File: src/rtl/seg_rx_pkg.sv
// Shared constants and types for the segment bitmap frame receiver.
// Assumes an 8N1 byte format with 16x oversampling.
package seg_rx_pkg;
    localparam int unsigned BYTE_W    = 8;
    localparam int unsigned PAYLOAD_W = 7;
    localparam int unsigned SYNC_POS  = 7;
    localparam int unsigned OVS       = 16;
    localparam int unsigned OVS_W     = $clog2(OVS);
    localparam int unsigned OVS_MID   = OVS / 2 - 1;

    typedef enum logic [2:0] {
        RX_IDLE,
        RX_START,
        RX_DATA,
        RX_STOP,
        RX_BREAK
    } rx_state_t;
endpackage

File: src/rtl/seg_uart_rx.sv
// Oversampling asynchronous byte receiver.
// Does: synchronises the line, confirms the start bit at its midpoint,
// samples 8 data bits LSB first at their midpoints, and checks the stop bit.
// Assumes: line idles high; OVS_DIV clock cycles per oversample tick.
// After a low stop bit it waits for the line to return high.
module seg_uart_rx
    import seg_rx_pkg::*;
#(
    parameter int unsigned OVS_DIV = 651
) (
    input  logic              clk,
    input  logic              rst_n,
    input  logic              rx_i,
    output logic [BYTE_W-1:0] byte_o,
    output logic              byte_ok_o,
    output logic              frame_err_o
);
    logic [1:0]        sync_q;
    logic              rx_s;
    logic              tick;
    rx_state_t         state;
    logic [OVS_W-1:0]  os_cnt;
    logic [2:0]        bit_cnt;
    logic [BYTE_W-1:0] shreg;

    assign rx_s   = sync_q[1];
    assign byte_o = shreg;

    // Two-flop synchroniser for the asynchronous line.
    always_ff @(posedge clk) begin
        if (!rst_n) sync_q <= 2'b11;
        else        sync_q <= {sync_q[0], rx_i};
    end

    // Oversample tick generator; a divider of one ticks every cycle.
    generate
        if (OVS_DIV <= 1) begin : g_tick_every
            assign tick = 1'b1;
        end else begin : g_tick_div
            localparam int unsigned DIV_W = $clog2(OVS_DIV);
            logic [DIV_W-1:0] div_cnt;
            // Free-running divider.
            always_ff @(posedge clk) begin
                if (!rst_n)                               div_cnt <= '0;
                else if (div_cnt == DIV_W'(OVS_DIV - 1))  div_cnt <= '0;
                else                                      div_cnt <= div_cnt + 1'b1;
            end
            assign tick = (div_cnt == DIV_W'(OVS_DIV - 1));
        end
    endgenerate

    // Receive state machine: start confirm, data shift, stop check.
    always_ff @(posedge clk) begin
        if (!rst_n) begin
            state       <= RX_IDLE;
            os_cnt      <= '0;
            bit_cnt     <= '0;
            shreg       <= '0;
            byte_ok_o   <= 1'b0;
            frame_err_o <= 1'b0;
        end else begin
            byte_ok_o   <= 1'b0;
            frame_err_o <= 1'b0;
            unique case (state)
                RX_IDLE: begin
                    if (!rx_s) begin
                        state  <= RX_START;
                        os_cnt <= '0;
                    end
                end
                RX_START: begin
                    if (tick) begin
                        if (os_cnt == OVS_W'(OVS_MID)) begin
                            os_cnt  <= '0;
                            bit_cnt <= '0;
                            state   <= rx_s ? RX_IDLE : RX_DATA;
                        end else begin
                            os_cnt <= os_cnt + 1'b1;
                        end
                    end
                end
                RX_DATA: begin
                    if (tick) begin
                        if (os_cnt == OVS_W'(OVS - 1)) begin
                            os_cnt <= '0;
                            shreg  <= {rx_s, shreg[BYTE_W-1:1]};
                            if (bit_cnt == 3'd7) state   <= RX_STOP;
                            else                 bit_cnt <= bit_cnt + 1'b1;
                        end else begin
                            os_cnt <= os_cnt + 1'b1;
                        end
                    end
                end
                RX_STOP: begin
                    if (tick) begin
                        if (os_cnt == OVS_W'(OVS - 1)) begin
                            os_cnt <= '0;
                            if (rx_s) begin
                                byte_ok_o <= 1'b1;
                                state     <= RX_IDLE;
                            end else begin
                                frame_err_o <= 1'b1;
                                state       <= RX_BREAK;
                            end
                        end else begin
                            os_cnt <= os_cnt + 1'b1;
                        end
                    end
                end
                RX_BREAK: begin
                    if (rx_s) state <= RX_IDLE;
                end
                default: state <= RX_IDLE;
            endcase
        end
    end

    // A byte needs many cycles, so a byte strobe is never repeated at once.
    assert_byte_spacing_R1: assert property (@(posedge clk) disable iff (!rst_n)
        byte_ok_o |=> !byte_ok_o);

    // A framing error leaves the receiver waiting for the line to go high.
    assert_break_wait_R8: assert property (@(posedge clk) disable iff (!rst_n)
        frame_err_o |-> (state == RX_BREAK || state == RX_IDLE));

    // A start is only accepted through the midpoint check.
    assert_start_mid_R2: assert property (@(posedge clk) disable iff (!rst_n)
        (state == RX_DATA && $past(state) == RX_START) |-> !$past(rx_s));
endmodule

File: src/rtl/seg_frame_asm.sv
// Frame aligner and payload packer.
// Does: opens a frame on a byte with the sync bit set, writes each payload
// into its slot of a shadow store, and loads the visible bitmap in one step
// when the last byte arrives. Assumes byte and error strobes are one cycle.
module seg_frame_asm
    import seg_rx_pkg::*;
#(
    parameter int unsigned NBYTES = 42
) (
    input  logic                          clk,
    input  logic                          rst_n,
    input  logic [BYTE_W-1:0]             byte_i,
    input  logic                          byte_ok_i,
    input  logic                          frame_err_i,
    output logic [NBYTES*PAYLOAD_W-1:0]   bitmap_o,
    output logic                          frame_valid_o
);
    localparam int unsigned IDX_W = $clog2(NBYTES);
    localparam int unsigned MAP_W = NBYTES * PAYLOAD_W;

    logic [MAP_W-1:0]  shadow;
    logic [IDX_W-1:0]  idx;
    logic              active;
    logic              is_sync;
    logic              last_byte;
    logic [NBYTES-1:0] slot_we;

    assign is_sync   = byte_i[SYNC_POS];
    assign last_byte = active && !is_sync && (idx == IDX_W'(NBYTES - 1));

    // Per-slot payload store: slot 0 on sync, slot idx inside a frame.
    generate
        for (genvar g = 0; g < NBYTES; g++) begin : g_slot
            if (g == 0) begin : g_first
                assign slot_we[g] = byte_ok_i && is_sync;
            end else begin : g_rest
                assign slot_we[g] = byte_ok_i && !is_sync && active
                                    && (idx == IDX_W'(g));
            end
            // Capture this slot's seven payload bits.
            always_ff @(posedge clk) begin
                if (!rst_n)          shadow[g*PAYLOAD_W +: PAYLOAD_W] <= '0;
                else if (slot_we[g]) shadow[g*PAYLOAD_W +: PAYLOAD_W] <= byte_i[PAYLOAD_W-1:0];
            end
        end
    endgenerate

    // Frame position tracking, abort handling and atomic bitmap load.
    always_ff @(posedge clk) begin
        if (!rst_n) begin
            active        <= 1'b0;
            idx           <= '0;
            bitmap_o      <= '0;
            frame_valid_o <= 1'b0;
        end else begin
            frame_valid_o <= 1'b0;
            if (frame_err_i) begin
                active <= 1'b0;
                idx    <= '0;
            end else if (byte_ok_i) begin
                if (is_sync) begin
                    active <= 1'b1;
                    idx    <= IDX_W'(1);
                end else if (last_byte) begin
                    bitmap_o      <= {byte_i[PAYLOAD_W-1:0],
                                      shadow[MAP_W-PAYLOAD_W-1:0]};
                    frame_valid_o <= 1'b1;
                    active        <= 1'b0;
                    idx           <= '0;
                end else if (active) begin
                    idx <= idx + 1'b1;
                end
            end
        end
    end

    // Index never leaves the frame.
    assert_idx_range_R3: assert property (@(posedge clk) disable iff (!rst_n)
        idx < IDX_W'(NBYTES));

    // Strobe lasts one cycle.
    assert_valid_pulse_R6: assert property (@(posedge clk) disable iff (!rst_n)
        frame_valid_o |=> !frame_valid_o);

    // Visible bitmap only moves together with the strobe.
    assert_map_hold_R5: assert property (@(posedge clk) disable iff (!rst_n)
        !frame_valid_o |-> $stable(bitmap_o));

    // A framing error closes any open frame.
    assert_abort_R8: assert property (@(posedge clk) disable iff (!rst_n)
        frame_err_i |=> !active);

    // A sync byte always reopens at index 1 next.
    assert_sync_restart_R7: assert property (@(posedge clk) disable iff (!rst_n)
        (byte_ok_i && is_sync && !frame_err_i) |=> (active && idx == IDX_W'(1)));
endmodule

File: src/rtl/seg_link_mon.sv
// Link supervision timer.
// Does: counts cycles since the last completed frame and raises a flag
// when the count reaches TIMEOUT_CYCLES. Assumes a one-cycle frame strobe.
module seg_link_mon #(
    parameter int unsigned TIMEOUT_CYCLES = 200_000_000
) (
    input  logic clk,
    input  logic rst_n,
    input  logic frame_valid_i,
    output logic link_lost_o
);
    localparam int unsigned CNT_W = $clog2(TIMEOUT_CYCLES + 1);

    logic [CNT_W-1:0] cnt;

    // Silence counter with flag set on expiry and clear on a good frame.
    always_ff @(posedge clk) begin
        if (!rst_n) begin
            cnt         <= '0;
            link_lost_o <= 1'b0;
        end else if (frame_valid_i) begin
            cnt         <= '0;
            link_lost_o <= 1'b0;
        end else if (cnt == CNT_W'(TIMEOUT_CYCLES - 1)) begin
            link_lost_o <= 1'b1;
        end else begin
            cnt <= cnt + 1'b1;
        end
    end

    // A good frame clears the flag on the following cycle.
    assert_lost_clear_R10: assert property (@(posedge clk) disable iff (!rst_n)
        frame_valid_i |=> !link_lost_o);

    // The flag never rises in the cycle right after a frame.
    assert_lost_rise_R10: assert property (@(posedge clk) disable iff (!rst_n)
        $rose(link_lost_o) |-> !$past(frame_valid_i));
endmodule

File: src/rtl/seg_frame_rx.sv
// Segment bitmap frame receiver top.
// Does: serial byte reception, frame alignment and packing, link timeout.
// Assumes: 42-byte frames with the sync flag in bit 7 of byte 0 only.
module seg_frame_rx
    import seg_rx_pkg::*;
#(
    parameter int unsigned CLK_HZ         = 200_000_000,
    parameter int unsigned BAUD_HZ        = 19_200,
    parameter int unsigned OVS_DIV        = CLK_HZ / (BAUD_HZ * OVS),
    parameter int unsigned NBYTES         = 42,
    parameter int unsigned TIMEOUT_CYCLES = CLK_HZ
) (
    input  logic                        clk,
    input  logic                        rst_n,
    input  logic                        rx_serial_i,
    output logic [NBYTES*PAYLOAD_W-1:0] seg_bitmap_o,
    output logic                        frame_valid_o,
    output logic                        link_lost_o
);
    logic [BYTE_W-1:0] rx_byte;
    logic              rx_ok;
    logic              rx_ferr;

    seg_uart_rx #(.OVS_DIV(OVS_DIV)) uart_i (
        .clk         (clk),
        .rst_n       (rst_n),
        .rx_i        (rx_serial_i),
        .byte_o      (rx_byte),
        .byte_ok_o   (rx_ok),
        .frame_err_o (rx_ferr)
    );

    seg_frame_asm #(.NBYTES(NBYTES)) asm_i (
        .clk           (clk),
        .rst_n         (rst_n),
        .byte_i        (rx_byte),
        .byte_ok_i     (rx_ok),
        .frame_err_i   (rx_ferr),
        .bitmap_o      (seg_bitmap_o),
        .frame_valid_o (frame_valid_o)
    );

    seg_link_mon #(.TIMEOUT_CYCLES(TIMEOUT_CYCLES)) mon_i (
        .clk           (clk),
        .rst_n         (rst_n),
        .frame_valid_i (frame_valid_o),
        .link_lost_o   (link_lost_o)
    );
endmodule

File: config.mk
export PLATFORM = sky130hd
export DESIGN_NAME = seg_frame_rx
export DESIGN_NICKNAME = d
export VERILOG_FILES = /design/src/rtl/seg_rx_pkg.sv /design/src/rtl/seg_uart_rx.sv /design/src/rtl/seg_frame_asm.sv /design/src/rtl/seg_link_mon.sv /design/src/rtl/seg_frame_rx.sv
export SDC_FILE = /design/constraint.sdc
export NUM_CORES = 1
export LEC_CHECK = 0
export BUFFER_PORTS_ARGS = -buffer_cell sky130_fd_sc_hd__buf_2
export CAP_MARGIN = 20
export CORE_MARGIN = 8
export CORE_UTILIZATION = 55
export DETAILED_ROUTE_END_ITERATION = 8
export MAX_ROUTING_LAYER = met4
export PLACE_DENSITY = 0.76
export RECOVER_POWER = 100
export SYNTH_ARGS = -nofsm -noshare
export SYNTH_HDL_FRONTEND = slang
export SYNTH_HIERARCHICAL = 1
export SYNTH_SLANG_ARGS = --single-unit
File: constraint.sdc
create_clock -name clk -period 5.4 [get_ports clk]
set_clock_uncertainty 0.1 [all_clocks]
set_input_delay 1.08 -clock clk [delete_from_list [all_inputs] [get_ports clk]]
set_output_delay 1.08 -clock clk [all_outputs]
set_load 0.02 [all_outputs]
==> results of run 1 <==
cell families after synthesis:
logic type      Yosys count
simple gates            840
compound gates           58
mux                     588
fa+ha+maj                10
flops                   650
xor+xnor                 26
buf+inv                 173
path summary, 6_finish.rpt:
kind,endpoint,slack (ns),cells after the start
worst max-delay path,asm_i/shadow[97],1.65,3
worst min-delay path,uart_i/sync_q[1],0.31,1
worst max register to register,asm_i/shadow[97],1.65,3
worst min register to register,uart_i/sync_q[1],0.31,1
state kept, by name (all words and copies together), names as in the netlist, 2 cells and up:
name / count
asm_i/bitmap_o: 294
asm_i/idx: 6
asm_i/shadow: 287
mon_i/cnt: 28
uart_i/bit_cnt: 3
uart_i/byte_o: 8
uart_i/g_tick_div.div_cnt: 10
uart_i/os_cnt: 4
uart_i/state: 3
uart_i/sync_q: 2
where the power goes:
part	internal (uW)	leakage (uW)	switching (uW)
registers	4800	0.00523	9.12
clock network	2570	0.00105	1870
logic	24.3	0.00355	97.6
total	7400	0.00983	1970
routing by layer:
| metal | part of all wire, % | wire, um |
|---|---|---|
| met2 | 48 | 28800 |
| met1 | 44 | 26500 |
| met4 | 3.3 | 1980 |
| met5 | 0 | 0 |
| met3 | 4.7 | 2850 |
worst max-delay path, stage by stage, from the launching register on:
cell and delay (ns):
dfxtp_1 0.46, nand4bb_1 0.91, nor4_1 1.89, mux2i_1 0.30
Yosys cell counts, types with 2 or more instances:
cell / count
clkbuf_1: 102
or3b_2: 2
nand3_1: 30
a21boi_0: 8
nor2b_1: 3
inv_1: 10
and4_1: 2
dfxtp_1: 650
buf_1: 2
buf_2: 19
a21o_1: 2
nand2b_1: 6
nand4b_1: 2
xor2_1: 22
nand4_1: 19
buf_6: 16
and3b_1: 2
buf_8: 12
o21ai_0: 13
buf_4: 9
nor4_4: 9
nor3_1: 3
o211ai_1: 4
o31ai_1: 3
nor4b_1: 4
nand3b_1: 5
or3_1: 11
or4_1: 11
a31oi_1: 3
and3_2: 2
nor4bb_1: 2
and2_1: 6
a21oi_1: 16
and3_1: 8
nand2_1: 627
nor2_1: 58
xnor2_1: 4
and4_2: 2
ha_1: 10
nor3_2: 13
mux2i_1: 588
metrics by stage:
step | setup WS [ns] | util (%) | area, sq um | total power, uW | instances
6_report | 1.65 | 62.5 | 27500 | 9370 | 3211
3_5_place_dp | 2.23 | 59.0 | 26000 | 5040 | 3093
5_1_grt | 1.33 | 62.5 | 27500 | 9670 | 3211
2_1_floorplan | 3.01 | - | 24400 | 5020 | 2345
3_3_place_gp | 2.34 | 58.9 | 25900 | 5030 | 3092
4_1_cts | 2.22 | 63.8 | 28100 | 9450 | 3209
final cells by class:
class | count | share of cell area, %
Clock buffer | 94 | 6.94
Clock inverter | 22 | 0.742
Tap cell | 592 | 2.69
Multi-Input combinational cell | 1522 | 37.4
Timing Repair Buffer | 319 | 4.76
Sequential cell | 650 | 47.3
Inverter | 12 | 0.164
cells in the final DEF, fill, tap and decap left out, types with 5 or more instances in the layout:
master,count
buf_4,8
a21boi_0,8
nand2_2,5
dfxtp_1,650
nand3_1,30
or4_1,11
and3_1,8
and2_1,6
ha_1,10
nor3_2,6
nand2b_1,6
nand4_1,19
or3_1,12
clkbuf_1,315
nor2_1,58
o21ai_0,13
clkinv_2,12
nand3b_1,5
mux2i_1,588
xor2_1,22
inv_1,11
nor3_1,10
a21oi_1,16
clkbuf_8,13
clkbuf_16,67
nand2_1,622
nor4_1,9
==> reports/results.tsv, run 1 <==
metric	value	unit
status	finished, violations left	
failing checks	capacitance limit, slew limit	
Post-CTS Setup Repair Bufs	0	
post-synth cell types	66	
CTS Sinks	650	
post-DP HPWL	38.8	mm
max_slew headroom	-35.3	%
Die ar.	0.0514	sq mm
post-synthesis mux area share	24.1	%
gr busiest metal	met2	
first-pass GRT wire length	92.7	mm
die width	227	um
clock root buffer	clkbuf_16	
min-delay src	uart_i/sync_q[0]	
required time of the critical path	5.80	ns
Num CTS Buffers	66	
IO Port Bufs	298	
min Tclk post-route	3.75	ns
Initial DRC Count	1151	
Yosys top cell area share	53.3	%
Post-Synth Adder-Cell Area	0.513	%
Worst Hold Class	reg -> reg	
Post-Route WL	60.1	mm
post-route ant nets	0	
startpoint type of the worst setup path	flip-flop	
vias per cell	5.40	
Worst-Margin Slew	2.01	ns
CP Capture Type	flip-flop	
synthesized area per cell	10.4	sq um
Pleak	0.00983	uW
Ant. Diodes	0	
GP Congestion	0.887	
R2R Path Start	uart_i/byte_ok_o	
complex-gate fraction of the synthesized area	1.50	%
GR Util met2	37.7	%
crit path kind	reg -> reg	
Ports	299	
final count of hold timing violations	0	
period utilisation layout	69.4	%
CTS Hold Bufs	0	
post-synth top area cell	dfxtp_1	
drt wl/cell	18.7	um
Final setup viols	0	
PD cells	341	mW/mm^2
DRC	0	
hold slack final	0.308	ns
Max Freq	0.267	GHz
synth warn	6	
vias after detailed routing	17300	
Reg clk slew, reported paths	0.06	ns
Setup crit start	uart_i/byte_ok_o	
Worst VDD drop	0.000251	V
Seq/Total Area, Yosys	53.3	%
setup TNS	0	ns
Core Area	0.0440	sq mm
Storage cell area	0.0130	sq mm
met1 Usage GRT	28.3	%
RSZ-0062 raised after global routing	no	
syn_nets	2358	
# nets final	2584	
Area Growth Syn to Fin	12.7	%
largest net degree at the start of global routing	168	
area of the multi-input gates	0.0103	sq mm
async set-reset flop share out of synthesis	0	%
GRT met3 Usage	3.70	%
row cnt	77	
GRT Resource Usage Total	23.1	%
Area contributors post-synth	dfxtp_1 (53%), mux2i_1 (24%), nand2_1 (9.6%)	
top_reg_cell synth	dfxtp_1	
MaxCap Viol Count	15	
largest fanout on the critical path	22	
H-tree depth	3	
die height	227	um
simple-gate area share of the yosys netlist	15.7	%
vias in the first global route	17300	
largest family of logic cells by synthesized area	multiplexers	
Clock Latency Late Sink	0.59	ns
mapped cell area	0.0244	sq mm
Starting Density	55.4	%
Filler cells	3765	
ratio of cells with drive above 1 in the final layout	5.54	%
CTS tree	yes	
first-pass detailed-route iteration total	6	
xor-xnor portion of the synthesized cell area	0.933	%
Seq cells post-synth	650	
initial antenna violation count	0	
Post-synth EDFFs	0	
maximum clock path buffer count	3	
grt ovf	0	
post-CTS sizing	0	
Synth Instances	2345	
Max Slew Vio Count	342	
arrival time of the worst setup path	4.15	ns
(Power assumes the default switching activity.)
==> inputs of run 2 (changes only) <==
--- a/config.mk
+++ b/config.mk
@@ -8,10 +8,10 @@
 export BUFFER_PORTS_ARGS = -buffer_cell sky130_fd_sc_hd__buf_2
 export CAP_MARGIN = 20
 export CORE_MARGIN = 8
-export CORE_UTILIZATION = 55
+export CORE_UTILIZATION = 52
 export DETAILED_ROUTE_END_ITERATION = 8
 export MAX_ROUTING_LAYER = met4
-export PLACE_DENSITY = 0.76
+export PLACE_DENSITY = 0.75
 export RECOVER_POWER = 100
 export SYNTH_ARGS = -nofsm -noshare
 export SYNTH_HDL_FRONTEND = slang
==> constraint.sdc (replaced) <==
create_clock -name clk -period 3.21 [get_ports clk]
set_clock_uncertainty 0.1 [all_clocks]
set_input_delay 0.642 -clock clk [delete_from_list [all_inputs] [get_ports clk]]
set_output_delay 0.642 -clock clk [all_outputs]
set_load 0.02 [all_outputs]
==> reports/results.tsv, run 2 (synthesis results as in run 1) <==
metric	value	unit	change
Initial DRC Count	1067		was 1151
CTS tree	yes		unchanged
status	finished, violations left		unchanged
Reg clk slew, reported paths	0.07	ns	was 0.06 ns
CTS Sinks	650		unchanged
vias in the first global route	17600		was 17300
Worst VDD drop	0.000450	V	was 0.000251 V
die width	233	um	was 227 um
CTS Hold Bufs	0		unchanged
Worst Hold Class	in -> reg		was reg -> reg
die height	233	um	was 227 um
Post-Route WL	61.3	mm	was 60.1 mm
worst setup path endpoint	asm_i/shadow[232]		was asm_i/shadow[97]
largest fanout on the critical path	7		was 22
row cnt	79		was 77
largest reg by FF count	asm_i/bitmap_o		unchanged
Clock Latency Late Sink	0.59	ns	about the same
clock root buffer	clkbuf_16		unchanged
largest net degree at the start of global routing	165		was 168
Largest regs	asm_i/bitmap_o (294), asm_i/shadow (287), mon_i/cnt (28)		unchanged
Starting Density	52.5	%	was 55.4%
RSZ-0062 raised after global routing	no		unchanged
Filler cells	4016		was 3765
Core Area	0.0465	sq mm	was 0.0440 sq mm
Area Growth Syn to Fin	15.1	%	was 12.7%
most frequent cells in the layout	dfxtp_1 (650), nand2_1 (620), mux2i_1 (588), clkbuf_1 (322), clkbuf_16 (69)		was dfxtp_1 (650), nand2_1 (622), mux2i_1 (588), clkbuf_1 (315), clkbuf_16 (67)
arrival time of the worst setup path	3.14	ns	was 4.15 ns
setup TNS	0	ns	unchanged
first-pass GRT wire length	95.6	mm	was 92.7 mm
most common cell after layout, fill and taps aside	dfxtp_1		unchanged
max_slew headroom	0.908	%	was -35.3%
number of flip-flops in the largest register	294		unchanged
Final setup viols	0		unchanged
startpoint type of the worst setup path	flip-flop		unchanged
vias after detailed routing	17400		was 17300
drt wl/cell	18.8	um	was 18.7 um
Worst Reg-to-Reg Cells	5		was 3
area of the multi-input gates	0.0103	sq mm	about the same
Num CTS Buffers	67		was 66
ratio of cells with drive above 1 in the final layout	6.55	%	was 5.54%
H-tree depth	3		unchanged
RR Endpoint	asm_i/shadow[232]		was asm_i/shadow[97]
grt ovf	0		unchanged
initial antenna violation count	0		unchanged
post-route ant nets	0		unchanged
post-CTS sizing	0		unchanged
GP Congestion	0.823		was 0.887
required time of the critical path	3.50	ns	was 5.80 ns
Ports	299		unchanged
crit path kind	reg -> reg		unchanged
vias per cell	5.35		was 5.40
Pleak	0.0101	uW	was 0.00983 uW
Die ar.	0.0541	sq mm	was 0.0514 sq mm
DRC	0		unchanged
R2R Path Start	asm_i/idx[1]		was uart_i/byte_ok_o
maximum clock path buffer count	3		unchanged
MaxCap Viol Count	1		was 15
Setup crit start	asm_i/idx[1]		was uart_i/byte_ok_o
CP Capture Type	flip-flop		unchanged
GRT Resource Usage Total	22.5	%	was 23.1%
hold slack final	0.159	ns	was 0.308 ns
IO Port Bufs	298		unchanged
period utilisation layout	88.7	%	was 69.4%
post-DP HPWL	40.6	mm	was 38.8 mm
PD cells	595	mW/mm^2	was 341 mW/mm^2
Max Freq	0.351	GHz	was 0.267 GHz
# nets final	2617		was 2584
final count of hold timing violations	0		unchanged
min Tclk post-route	2.85	ns	was 3.75 ns
Ant. Diodes	0		unchanged
Max Slew Vio Count	0		was 342
first-pass detailed-route iteration total	5		was 6
Post-CTS Setup Repair Bufs	0		unchanged
Reg2Reg Setup Slack	0.36	ns	was 1.65 ns
failing checks	capacitance limit		was capacitance limit, slew limit
Storage cell area	0.0130	sq mm	unchanged
Worst-Margin Slew	1.48	ns	was 2.01 ns
run 2: cell count changes in the layout (fill, tap and decap cells not counted), moves of 4 or more:
cell and change:
buf_12 +7, buf_4 +12, bufinv_16 +10, clkbuf_1 +7, clkinv_2 -4, nor3_1 +7
nor3_2 -6, nor4_1 -6, nor4_2 +6
run 2: critical path, cell delays in order (launching register included):
cell and delay, ns:
dfxtp_1 0.35, inv_1 0.09, ha_1 0.22, or3b_2 0.51, nor3_1 1.13, mux2i_1 0.25
run 2: cell type report:
cell class                      count  share of cell area, %
Tap cell                          607                   2.70
Clock inverter                     29                   1.69
Inverter                           12                  0.160
Sequential cell                   650                   46.3
Clock buffer                       91                   6.90
Timing Repair Buffer              351                   5.68
Multi-Input combinational cell   1522                   36.6
run 2: report_power, final:
group	leakage, uW	total (uW)	internal [uW]	switching [uW]
Combinational	0.00366	216	49.0	167
Clock	0.00118	8420	5220	3200
Sequential	0.00523	8090	8080	15.8
run 2: per-stage QoR:
stage	area [sq um]	util, %	std cells	power (uW)	setup WS [ns]
after global placement	26400	56.8	3142	8480	0.718
after CTS	28800	62.0	3262	16900	0.644
after floorplan	24400	-	2345	8440	0.822
after detailed placement	26400	56.8	3142	8490	0.707
final	28100	60.5	3262	16700	0.364
after global routing	28100	60.5	3262	17200	0.235
run 2: layer usage:
metal	vias up	part of all wire, %	track usage [%]
met4	0	2.6	7.68
met1	8553	44	27.5
met2	369	49	37.6
li1	8423	-	-
met5	-	0	-
met3	102	4.6	3.63
run 2: worst min path at each step:
stage / startpoint / to / cells past startpoint
6_report: rx_serial_i / uart_i/sync_q[0] / 2
5_1_grt: rx_serial_i / uart_i/sync_q[0] / 2
4_1_cts: rx_serial_i / uart_i/sync_q[0] / 2
3_5_place_dp: uart_i/sync_q[0] / uart_i/sync_q[1] / 1
3_3_place_gp: uart_i/sync_q[0] / uart_i/sync_q[1] / 1
2_1_floorplan: uart_i/sync_q[0] / uart_i/sync_q[1] / 1
==> inputs of run 3 (changes only) <==
--- a/config.mk
+++ b/config.mk
@@ -12,7 +12,7 @@
 export DETAILED_ROUTE_END_ITERATION = 8
 export MAX_ROUTING_LAYER = met4
 export PLACE_DENSITY = 0.75
-export RECOVER_POWER = 100
+export RECOVER_POWER = 50
 export SYNTH_ARGS = -nofsm -noshare
 export SYNTH_HDL_FRONTEND = slang
 export SYNTH_HIERARCHICAL = 1
==> reports/results.tsv, run 3 (synthesis results as in run 1) <==
metric	value	unit	change
Max Slew Vio Count	0		unchanged
required time of the critical path	3.61	ns	was 3.50 ns
Core Area	0.0465	sq mm	unchanged
max_slew headroom	5.38	%	was 0.908%
cells along the critical path	nand3b_1 > clkbuf_1 > nor4b_1 > clkbuf_1 > mux2i_1		was inv_1 > ha_1 > or3b_2 > nor3_1 > mux2i_1
drt wl/cell	18.8	um	about the same
Post-Route WL	61.3	mm	about the same
Max Freq	0.364	GHz	was 0.351 GHz
largest fanout on the critical path	9		was 7
Clock Latency Late Sink	0.59	ns	about the same
post-CTS sizing	0		unchanged
most common cell after layout, fill and taps aside	dfxtp_1		unchanged
Reg clk slew, reported paths	0.06	ns	was 0.07 ns
Worst Hold Class	in -> reg		unchanged
CP Capture Type	flip-flop		unchanged
MaxCap Viol Count	0		was 1
CTS Sinks	650		unchanged
initial antenna violation count	0		unchanged
Num CTS Buffers	67		unchanged
Largest regs	asm_i/bitmap_o (294), asm_i/shadow (287), mon_i/cnt (28)		unchanged
vias after detailed routing	17500		was 17400
Post-CTS Setup Repair Bufs	0		unchanged
cell mode on critical path	clkbuf_1		
most frequent cells in the layout	dfxtp_1 (650), nand2_1 (620), mux2i_1 (588), clkbuf_1 (318), clkbuf_16 (69)		was dfxtp_1 (650), nand2_1 (620), mux2i_1 (588), clkbuf_1 (322), clkbuf_16 (69)
clock root buffer	clkbuf_16		unchanged
vias in the first global route	17600		unchanged
first-pass GRT wire length	95.6	mm	unchanged
startpoint type of the worst setup path	flip-flop		unchanged
Ports	299		unchanged
Worst-Margin Slew	1.41	ns	was 1.48 ns
vias per cell	5.36		was 5.35
row cnt	79		unchanged
die width	233	um	unchanged
DRC	0		unchanged
Worst VDD drop	0.000449	V	was 0.000450 V
number of flip-flops in the largest register	294		unchanged
largest reg by FF count	asm_i/bitmap_o		unchanged
ratio of cells with drive above 1 in the final layout	6.93	%	was 6.55%
arrival time of the worst setup path	3.15	ns	was 3.14 ns
grt ovf	0		unchanged
period utilisation layout	85.5	%	was 88.7%
setup TNS	0	ns	unchanged
largest net degree at the start of global routing	165		unchanged
Area Growth Syn to Fin	15.5	%	was 15.1%
placed insts	3142		unchanged
maximum clock path buffer count	3		unchanged
Starting Density	52.5	%	unchanged
GP Congestion	0.823		unchanged
Finished Layout Cells	3262		unchanged
crit path kind	reg -> reg		unchanged
RSZ-0062 raised after global routing	no		unchanged
Initial DRC Count	1028		was 1067
final count of hold timing violations	0		unchanged
# nets final	2617		unchanged
crit-path max cell delay	0.76	ns	was 1.13 ns
Final setup viols	0		unchanged
Die ar.	0.0541	sq mm	unchanged
Ant. Diodes	0		unchanged
cell at the slowest stage of the critical path	nor4b_1		was nor3_1
Filler cells	4005		was 4016
GRT Resource Usage Total	22.5	%	unchanged
post-route ant nets	0		unchanged
CTS tree	yes		unchanged
H-tree depth	3		unchanged
first-pass detailed-route iteration total	7		was 5
Pleak	0.0101	uW	about the same
min Tclk post-route	2.75	ns	was 2.85 ns
status	finished, final reports clean		was finished, violations left
die height	233	um	unchanged
IO Port Bufs	298		unchanged
post-DP HPWL	40.6	mm	unchanged
CTS Hold Bufs	0		unchanged
PD cells	593	mW/mm^2	was 595 mW/mm^2
-- run 3: cell types whose count changed in the layout (fill, tap and decap cells not counted), moves of 2 or more --
| cell | previous run | this run |
|---|---|---|
| buf_4 | 20 | 26 |
| clkbuf_1 | 322 | 318 |
| nor3_1 | 17 | 14 |
| nor3_2 | 0 | 3 |
| buf_12 | 11 | 13 |
| clkbuf_2 | 3 | 1 |
| clkbuf_4 | 2 | 0 |
| nor4_4 | 2 | 4 |
-- run 3: cell type report --
type / instances / area (sq um) / share of cell area [%]
Sequential cell: 650 / 13000 / 46.1
Multi-Input combinational cell: 1522 / 10300 / 36.6
Clock buffer: 91 / 1940 / 6.88
Timing Repair Buffer: 351 / 1640 / 5.82
Tap cell: 607 / 759 / 2.69
Clock inverter: 29 / 475 / 1.69
Inverter: 12 / 45.0 / 0.160
-- run 3: stage by stage --
| stage | worst slack (ns) | instance area [sq um] | hold slack, ns | util, % | power [uW] |
|---|---|---|---|---|---|
| 2_1_floorplan | 0.822 | 24400 | 0.286 | - | 8440 |
| 3_3_place_gp | 0.718 | 26400 | 0.299 | 56.8 | 8480 |
| 3_5_place_dp | 0.707 | 26400 | 0.301 | 56.8 | 8490 |
| 6_report | 0.464 | 28200 | 0.159 | 60.7 | 16700 |
| 4_1_cts | 0.644 | 28800 | 0.115 | 62.0 | 16900 |
| 5_1_grt | 0.263 | 28200 | 0.154 | 60.7 | 17200 |
-- run 3: worst paths after layout --
kind / from / end / slack [ns] / cells past startpoint
hold / removal: rx_serial_i / uart_i/sync_q[0] / 0.16 / 2
hold reg to reg: uart_i/sync_q[0] / uart_i/sync_q[1] / 0.32 / 1
setup reg to reg: uart_i/byte_ok_o / asm_i/shadow[227] / 0.46 / 5
setup / recovery: uart_i/byte_ok_o / asm_i/shadow[227] / 0.46 / 5
-- run 3: report_power, final --
group          leakage, uW  internal (uW)  total (uW)  switching (uW)
registers          0.00523           8080        8090            15.7
logic              0.00371           48.9         215             166
clock network      0.00118           5220        8430            3210
-- run 3: routing by layer --
layer | vias to the layer above | part of all wire, % | global-route usage (%)
met5 | - | 0 | -
met4 | 0 | 2.7 | 7.68
met3 | 102 | 4.6 | 3.63
met2 | 377 | 49 | 37.6
met1 | 8601 | 44 | 27.5
li1 | 8415 | - | -
-- run 3: worst max-delay path, delay by kind of cell, from the launching register on --
family	cells	cell delay, ns
buffers and inverters	2	0.86
flip-flops	1	0.48
AND/OR/NAND/NOR	2	0.95
multiplexers	1	0.27
